<file path="src/rtl/xirq_pkg.sv">
package xirq_pkg;
   localparam int unsigned WORD_W   = 32;
   localparam int unsigned DEST_W   = 14;
   localparam int unsigned PAY_W    = 16;
   localparam int unsigned MAX_CORE = 1 << DEST_W;

   // command word as written by a core
   typedef struct packed {
      logic              ack;
      logic              gen;
      logic [DEST_W-1:0] dest;
      logic [PAY_W-1:0]  pay;
   } cmd_t;

   // status word as read by a core
   typedef struct packed {
      logic              zero;
      logic              pend;
      logic [DEST_W-1:0] src;
      logic [PAY_W-1:0]  pay;
   } stat_t;

   function automatic int unsigned idx_width(int unsigned n);
      return (n > 1) ? $clog2(n) : 1;
   endfunction
endpackage

</file>
<file path="src/rtl/xirq_decode.sv">
module xirq_decode
   import xirq_pkg::*;
#(
   parameter int unsigned NUM_CORES = 4,
   parameter int unsigned IDX_W     = 2
) (
   input  logic                 bus_sel,
   input  logic                 bus_we,
   input  logic [IDX_W:0]       word_addr,
   input  logic [WORD_W-1:0]    wr_word,
   output logic [NUM_CORES-1:0] gen_vec,
   output logic [NUM_CORES-1:0] ack_vec,
   output logic [DEST_W-1:0]    gen_src,
   output logic [PAY_W-1:0]     gen_pay,
   output logic                 rd_en,
   output logic                 rd_hit,
   output logic                 rd_stat,
   output logic [IDX_W-1:0]     rd_idx
);
   cmd_t             cmd;
   logic [IDX_W-1:0] idx;
   logic             idx_ok;
   logic             cmd_wr;
   logic             dest_ok;

   assign cmd     = cmd_t'(wr_word);
   assign idx     = word_addr[IDX_W:1];
   assign idx_ok  = 32'(idx) < NUM_CORES;
   assign cmd_wr  = bus_sel && bus_we && idx_ok && !word_addr[0];
   assign dest_ok = 32'(cmd.dest) < NUM_CORES;

   assign gen_src = DEST_W'(idx);
   assign gen_pay = cmd.pay;

   for (genvar i = 0; i < NUM_CORES; i++) begin : g_strobe
      assign ack_vec[i] = cmd_wr && cmd.ack && (idx == IDX_W'(i));
      assign gen_vec[i] = cmd_wr && cmd.gen && dest_ok && (cmd.dest == DEST_W'(i));
   end

   assign rd_en   = bus_sel && !bus_we;
   assign rd_hit  = idx_ok;
   assign rd_stat = word_addr[0];
   assign rd_idx  = idx;
endmodule

</file>
<file path="src/rtl/xirq_slot.sv">
module xirq_slot
   import xirq_pkg::*;
(
   input  logic              clk,
   input  logic              rst_n,
   input  logic              gen_i,
   input  logic              ack_i,
   input  logic [DEST_W-1:0] src_i,
   input  logic [PAY_W-1:0]  pay_i,
   output logic              pend_o,
   output logic [DEST_W-1:0] src_o,
   output logic [PAY_W-1:0]  pay_o
);
   always_ff @(posedge clk or negedge rst_n) begin
      if (!rst_n) begin
         pend_o <= 1'b0;
         src_o  <= '0;
         pay_o  <= '0;
      end else if (gen_i) begin
         pend_o <= 1'b1;
         src_o  <= src_i;
         pay_o  <= pay_i;
      end else if (ack_i) begin
         pend_o <= 1'b0;
      end
   end
endmodule

</file>
<file path="src/rtl/xirq_rd_mux.sv">
module xirq_rd_mux
   import xirq_pkg::*;
#(
   parameter int unsigned NUM_CORES = 4,
   parameter int unsigned IDX_W     = 2
) (
   input  logic                               clk,
   input  logic                               rst_n,
   input  logic                               rd_en,
   input  logic                               rd_hit,
   input  logic                               rd_stat,
   input  logic [IDX_W-1:0]                   rd_idx,
   input  logic [NUM_CORES-1:0]               pend_vec,
   input  logic [NUM_CORES-1:0][DEST_W-1:0]   src_arr,
   input  logic [NUM_CORES-1:0][PAY_W-1:0]    pay_arr,
   output logic [WORD_W-1:0]                  rd_word
);
   stat_t pick;

   always_comb begin
      pick = '0;
      for (int i = 0; i < NUM_CORES; i++) begin
         if (rd_idx == IDX_W'(i)) begin
            pick.pend = pend_vec[i];
            pick.src  = src_arr[i];
            pick.pay  = pay_arr[i];
         end
      end
   end

   always_ff @(posedge clk or negedge rst_n) begin
      if (!rst_n) begin
         rd_word <= '0;
      end else if (rd_en) begin
         rd_word <= (rd_hit && rd_stat) ? WORD_W'(pick) : '0;
      end
   end
endmodule

</file>
<file path="src/rtl/xirq_ctrl.sv">
module xirq_ctrl
   import xirq_pkg::*;
#(
   parameter int unsigned NUM_CORES = 4,
   parameter bit          LANE_SWAP = 1'b0,
   localparam int unsigned IDX_W    = idx_width(NUM_CORES),
   localparam int unsigned ADDR_W   = IDX_W + 3
) (
   input  logic                 clk,
   input  logic                 rst_n,
   input  logic                 bus_sel,
   input  logic                 bus_we,
   input  logic [ADDR_W-1:0]    bus_addr,
   input  logic [31:0]          bus_wdata,
   output logic [31:0]          bus_rdata,
   output logic [NUM_CORES-1:0] irq_o
);
   if (NUM_CORES < 1 || NUM_CORES > MAX_CORE) begin : g_bad_cores
      $error("xirq_ctrl: NUM_CORES out of range");
   end
   if (WORD_W != 32 || DEST_W + PAY_W + 2 != WORD_W) begin : g_bad_word
      $error("xirq_ctrl: command word layout does not fill 32 bits");
   end

   logic [WORD_W-1:0]                wr_word;
   logic [WORD_W-1:0]                rd_word;
   logic [NUM_CORES-1:0]             gen_vec;
   logic [NUM_CORES-1:0]             ack_vec;
   logic [DEST_W-1:0]                gen_src;
   logic [PAY_W-1:0]                 gen_pay;
   logic                             rd_en;
   logic                             rd_hit;
   logic                             rd_stat;
   logic [IDX_W-1:0]                 rd_idx;
   logic [NUM_CORES-1:0]             pend_vec;
   logic [NUM_CORES-1:0][DEST_W-1:0] src_arr;
   logic [NUM_CORES-1:0][PAY_W-1:0]  pay_arr;
   logic                             unused_lsb;

   assign unused_lsb = ^bus_addr[1:0];

   if (LANE_SWAP) begin : g_swap
      assign wr_word   = {bus_wdata[7:0], bus_wdata[15:8], bus_wdata[23:16], bus_wdata[31:24]};
      assign bus_rdata = {rd_word[7:0], rd_word[15:8], rd_word[23:16], rd_word[31:24]};
   end else begin : g_pass
      assign wr_word   = bus_wdata;
      assign bus_rdata = rd_word;
   end

   xirq_decode #(.NUM_CORES(NUM_CORES), .IDX_W(IDX_W)) u_dec (
      .bus_sel   (bus_sel),
      .bus_we    (bus_we),
      .word_addr (bus_addr[ADDR_W-1:2]),
      .wr_word   (wr_word),
      .gen_vec   (gen_vec),
      .ack_vec   (ack_vec),
      .gen_src   (gen_src),
      .gen_pay   (gen_pay),
      .rd_en     (rd_en),
      .rd_hit    (rd_hit),
      .rd_stat   (rd_stat),
      .rd_idx    (rd_idx)
   );

   for (genvar i = 0; i < NUM_CORES; i++) begin : g_slot
      xirq_slot u_slot (
         .clk    (clk),
         .rst_n  (rst_n),
         .gen_i  (gen_vec[i]),
         .ack_i  (ack_vec[i]),
         .src_i  (gen_src),
         .pay_i  (gen_pay),
         .pend_o (pend_vec[i]),
         .src_o  (src_arr[i]),
         .pay_o  (pay_arr[i])
      );
   end

   xirq_rd_mux #(.NUM_CORES(NUM_CORES), .IDX_W(IDX_W)) u_rd (
      .clk      (clk),
      .rst_n    (rst_n),
      .rd_en    (rd_en),
      .rd_hit   (rd_hit),
      .rd_stat  (rd_stat),
      .rd_idx   (rd_idx),
      .pend_vec (pend_vec),
      .src_arr  (src_arr),
      .pay_arr  (pay_arr),
      .rd_word  (rd_word)
   );

   assign irq_o = pend_vec;
endmodule

</file>
<file path="config.mk">
export PLATFORM = sky130hd
export DESIGN_NAME = xirq_ctrl
export DESIGN_NICKNAME = d
export VERILOG_FILES = /design/src/rtl/xirq_pkg.sv /design/src/rtl/xirq_decode.sv /design/src/rtl/xirq_slot.sv /design/src/rtl/xirq_rd_mux.sv /design/src/rtl/xirq_ctrl.sv
export SDC_FILE = /design/constraint.sdc
export NUM_CORES = 1
export LEC_CHECK = 0
export CAP_MARGIN = 0
export CORE_UTILIZATION = 56
export CTS_BUF_LIST = sky130_fd_sc_hd__clkbuf_4 sky130_fd_sc_hd__clkbuf_8 sky130_fd_sc_hd__clkbuf_16
export DETAILED_ROUTE_END_ITERATION = 8
export GPL_TIMING_DRIVEN = 0
export PLACE_DENSITY = 0.84
export SLEW_MARGIN = 20
export SYNTH_ARGS = -nofsm -noshare
export SYNTH_HDL_FRONTEND = slang
export SYNTH_SLANG_ARGS = --single-unit
</file>
<file path="constraint.sdc">
create_clock -name clk -period 3.38 [get_ports clk]
set_input_delay 0.338 -clock clk [delete_from_list [all_inputs] [get_ports clk]]
set_output_delay 0.338 -clock clk [all_outputs]
set_load 0.005 [all_outputs]
</file>
==> summary.txt <==
crit-path leading delay family: simple AND/OR/NAND/NOR gates
total grt overflow: 0
CTS tree: yes
CTS buffer count: 9
PnR worst setup slack: 979.6 ps
Worst Setup Slack post-DPL: 568.0 ps
critical path class: in -> reg
GRT Util Overall: 22.77%
Worst-Margin Slew: 862.7 ps
H-tree depth: 3
Worst-Skew Late Latency: 360 ps
first-pass GRT wire length: 13.23 mm
Compound-Gate Fraction of Synth Area: 4.518%
Area after DPL: 5081 um^2
Antenna Cells: 0
Top Ports: 77
Synth area leader: dfrtp_1
area grow syn2layout: 23.20%
period utilisation layout: 71.02%
clk root buf: clkbuf_8
total number of vias: 2,475
full die area: 8020 um^2
status: completed
Final Hold Vio Count: 0
CP max stage cell: nor4_4
maximum VDD drop: 0.0002665 V
Seq. cell area: 2377 um^2
Row Count: 31
CTS Sinks: 95
Worst path max stage delay: 760 ps
share of the synthesized area in the top cell type: 55.38%
fmax: 0.4166 GHz
final setup fails: 0
largest fanout on the critical path: 10
Cell Pwr Density: 380.2 nW/um^2
P_leak: 2.519 nW
Cells after Synth: 263
Worst setup EP type: flop
Max Cap Viol: 0
layout cell share with drive strength beyond 1: 39.20%
Clock Skews: 8.393 ps
most common cell after layout, fill and taps aside: dfrtp_1
vias in the first global route: 2,652
Die Span X: 89.56 um
Final Slew Violations: 0
Synth warnings: 0
Post-layout nets: 388
initial DRC count: 96
clock-pin slew on the worst setup and hold paths: 100 ps
port bufs: 59
Final min period: 2400 ps
WL/cell: 17.88 um
unrepaired setup endpoints after global routing: no
Avg Cell Area, Syn: 16.32 um^2
most frequent cells in the layout: dfrtp_1 (95), clkdlybuf4s50_1 (58), mux2_2 (54)
Adder-Cell Fraction of Synth Area: 0%
clock buffer depth: 2
crit start category: input port
post-synthesis mux area share: 30.43%
combinational family with the most area after synthesis: multiplexers
initial antenna violation count: 0
final WL: 8.065 mm
post_cts resized: 0
DRC: 0
Synth Area in Simple Gates: 4.343%
Final ANT Viol Nets: 0
top area cells in the synthesized netlist: dfrtp_1 (55%), mux2_2 (14%), mux4_2 (10%)
Vias/cell: 5.488
post-synthesis cell area: 4293 um^2
WP data required: 3630 ps
area of the multi-input gates: 1735 um^2
final instance area: 5289 um^2
Synth Register Bits: 95
area share of xor/xnor cells in the synthesized design: 0%
Setup Total Neg Slack: 0 ps
register area share after synthesis: 55.38%
Starting Density: 58.56%
DR pass1 iterations: 4
Fillers: 468
cell chain of the critical path: clkdlybuf4s50_1, nor4b_4, nand3_4, nor4_4, buf_8, mux2_4
routability congestion estimate: 0.7368
height of the die: 89.56 um
Post-DP HPWL: 5.621 mm
arrival time at the worst endpoint: 2650 ps
Hold WC Path Type: in -> async
slew margin rel.: 42.05%
WP buf/inv: 2
CORE AREA: 7331 um^2
Synth cell types: 29
Final Power: 2.011 mW
pin count of the biggest net entering global routing: 62
## layout make-up
class	instances	area share, %
flip-flops and latches	95	44.95
multi-input cells	147	32.81
repair buffers	61	11.90
plain buffers	31	4.116
clock buffers	9	2.342
well taps	99	2.342
clock inverters	7	1.396
inverters	2	0.1419
## path summary, 6_finish.rpt
check | startpoint | to | slack, ps | depth (start not counted)
setup / recovery | bus_wdata[28] | g_slot[2].u_slot.pay_o[12] | 980 | 6
min in group clk | g_slot[2].u_slot.pay_o[6] | g_slot[2].u_slot.pay_o[6] | 510 | 1
hold reg to reg | g_slot[2].u_slot.pay_o[6] | g_slot[2].u_slot.pay_o[6] | 510 | 1
max in group asynchronous | rst_n | u_rd.rd_word[16] | 2360 | 3
setup reg to reg | g_slot[3].u_slot.pend_o | u_rd.rd_word[30] | 2170 | 2
hold / removal | rst_n | g_slot[1].u_slot.pay_o[9] | 430 | 2
## where the power goes
| group | internal, mW | switching, mW |
|---|---|---|
| Combinational | 0.0657 | 0.0705 |
| Sequential | 1.14 | 0.000110 |
| Clock | 0.341 | 0.398 |
| Total | 1.54 | 0.468 |
## flip-flops by register name (all words and copies together) (netlist names)
signal	count
g_slot.u_slot.pay_o	64
g_slot.u_slot.pend_o	4
g_slot.u_slot.src_o	8
u_rd.rd_word	19
## worst reg2reg max path, cell delays in order, from the launching register on
cell and delay [ps]:
dfrtp_1 410, mux4_2 490, a22o_1 200
## timing repair
action                    4_1_cts  5_1_grt
hold endpoints to repair       34        0
setup buffers                   0        0
hold buffers                    1        0
## cells in the mapped netlist
library cell,n
conb_1,1
and3b_1,1
clkbuf_1,7
nand3_1,1
nor2_1,2
nor4b_1,1
mux4_2,19
a22o_1,19
nand4_1,1
a21o_1,2
nor3_1,1
buf_2,3
nor3_4,1
nand2b_1,3
mux2_2,54
o31ai_1,1
nor4b_4,1
nand3_4,1
inv_1,2
o21ai_0,1
buf_6,1
nor4_1,1
nand2_1,3
dfrtp_1,95
buf_8,2
nor4_4,2
mux2_4,18
buf_4,18
nand4b_1,1
## kinds of logic after synthesis
family | count (synthesis)
other cells | 1
buf+inv | 33
simple gates | 20
flops | 95
compound gates | 23
mux | 91
## routing by layer
metal	part of all wire [%]	track usage, %	wire length [um]	vias to the layer above
li1	-	-	-	1122
met1	44	30.93	3527	1267
met2	51	37.05	4079	71
met3	3.3	4.063	270	15
met4	2.3	8.225	187	0
met5	0	0	0	-
## through the flow
stage / hold WS, ps / std cells / util (%)
after floorplan: 42.41 / 275 / -
after global placement: 484.6 / 433 / 68.92
after detailed placement: 249.9 / 434 / 69.31
after CTS: 424.6 / 451 / 72.15
after global routing: 438.1 / 451 / 72.15
final: 428.7 / 451 / 72.15
(Power assumes the default switching activity.)
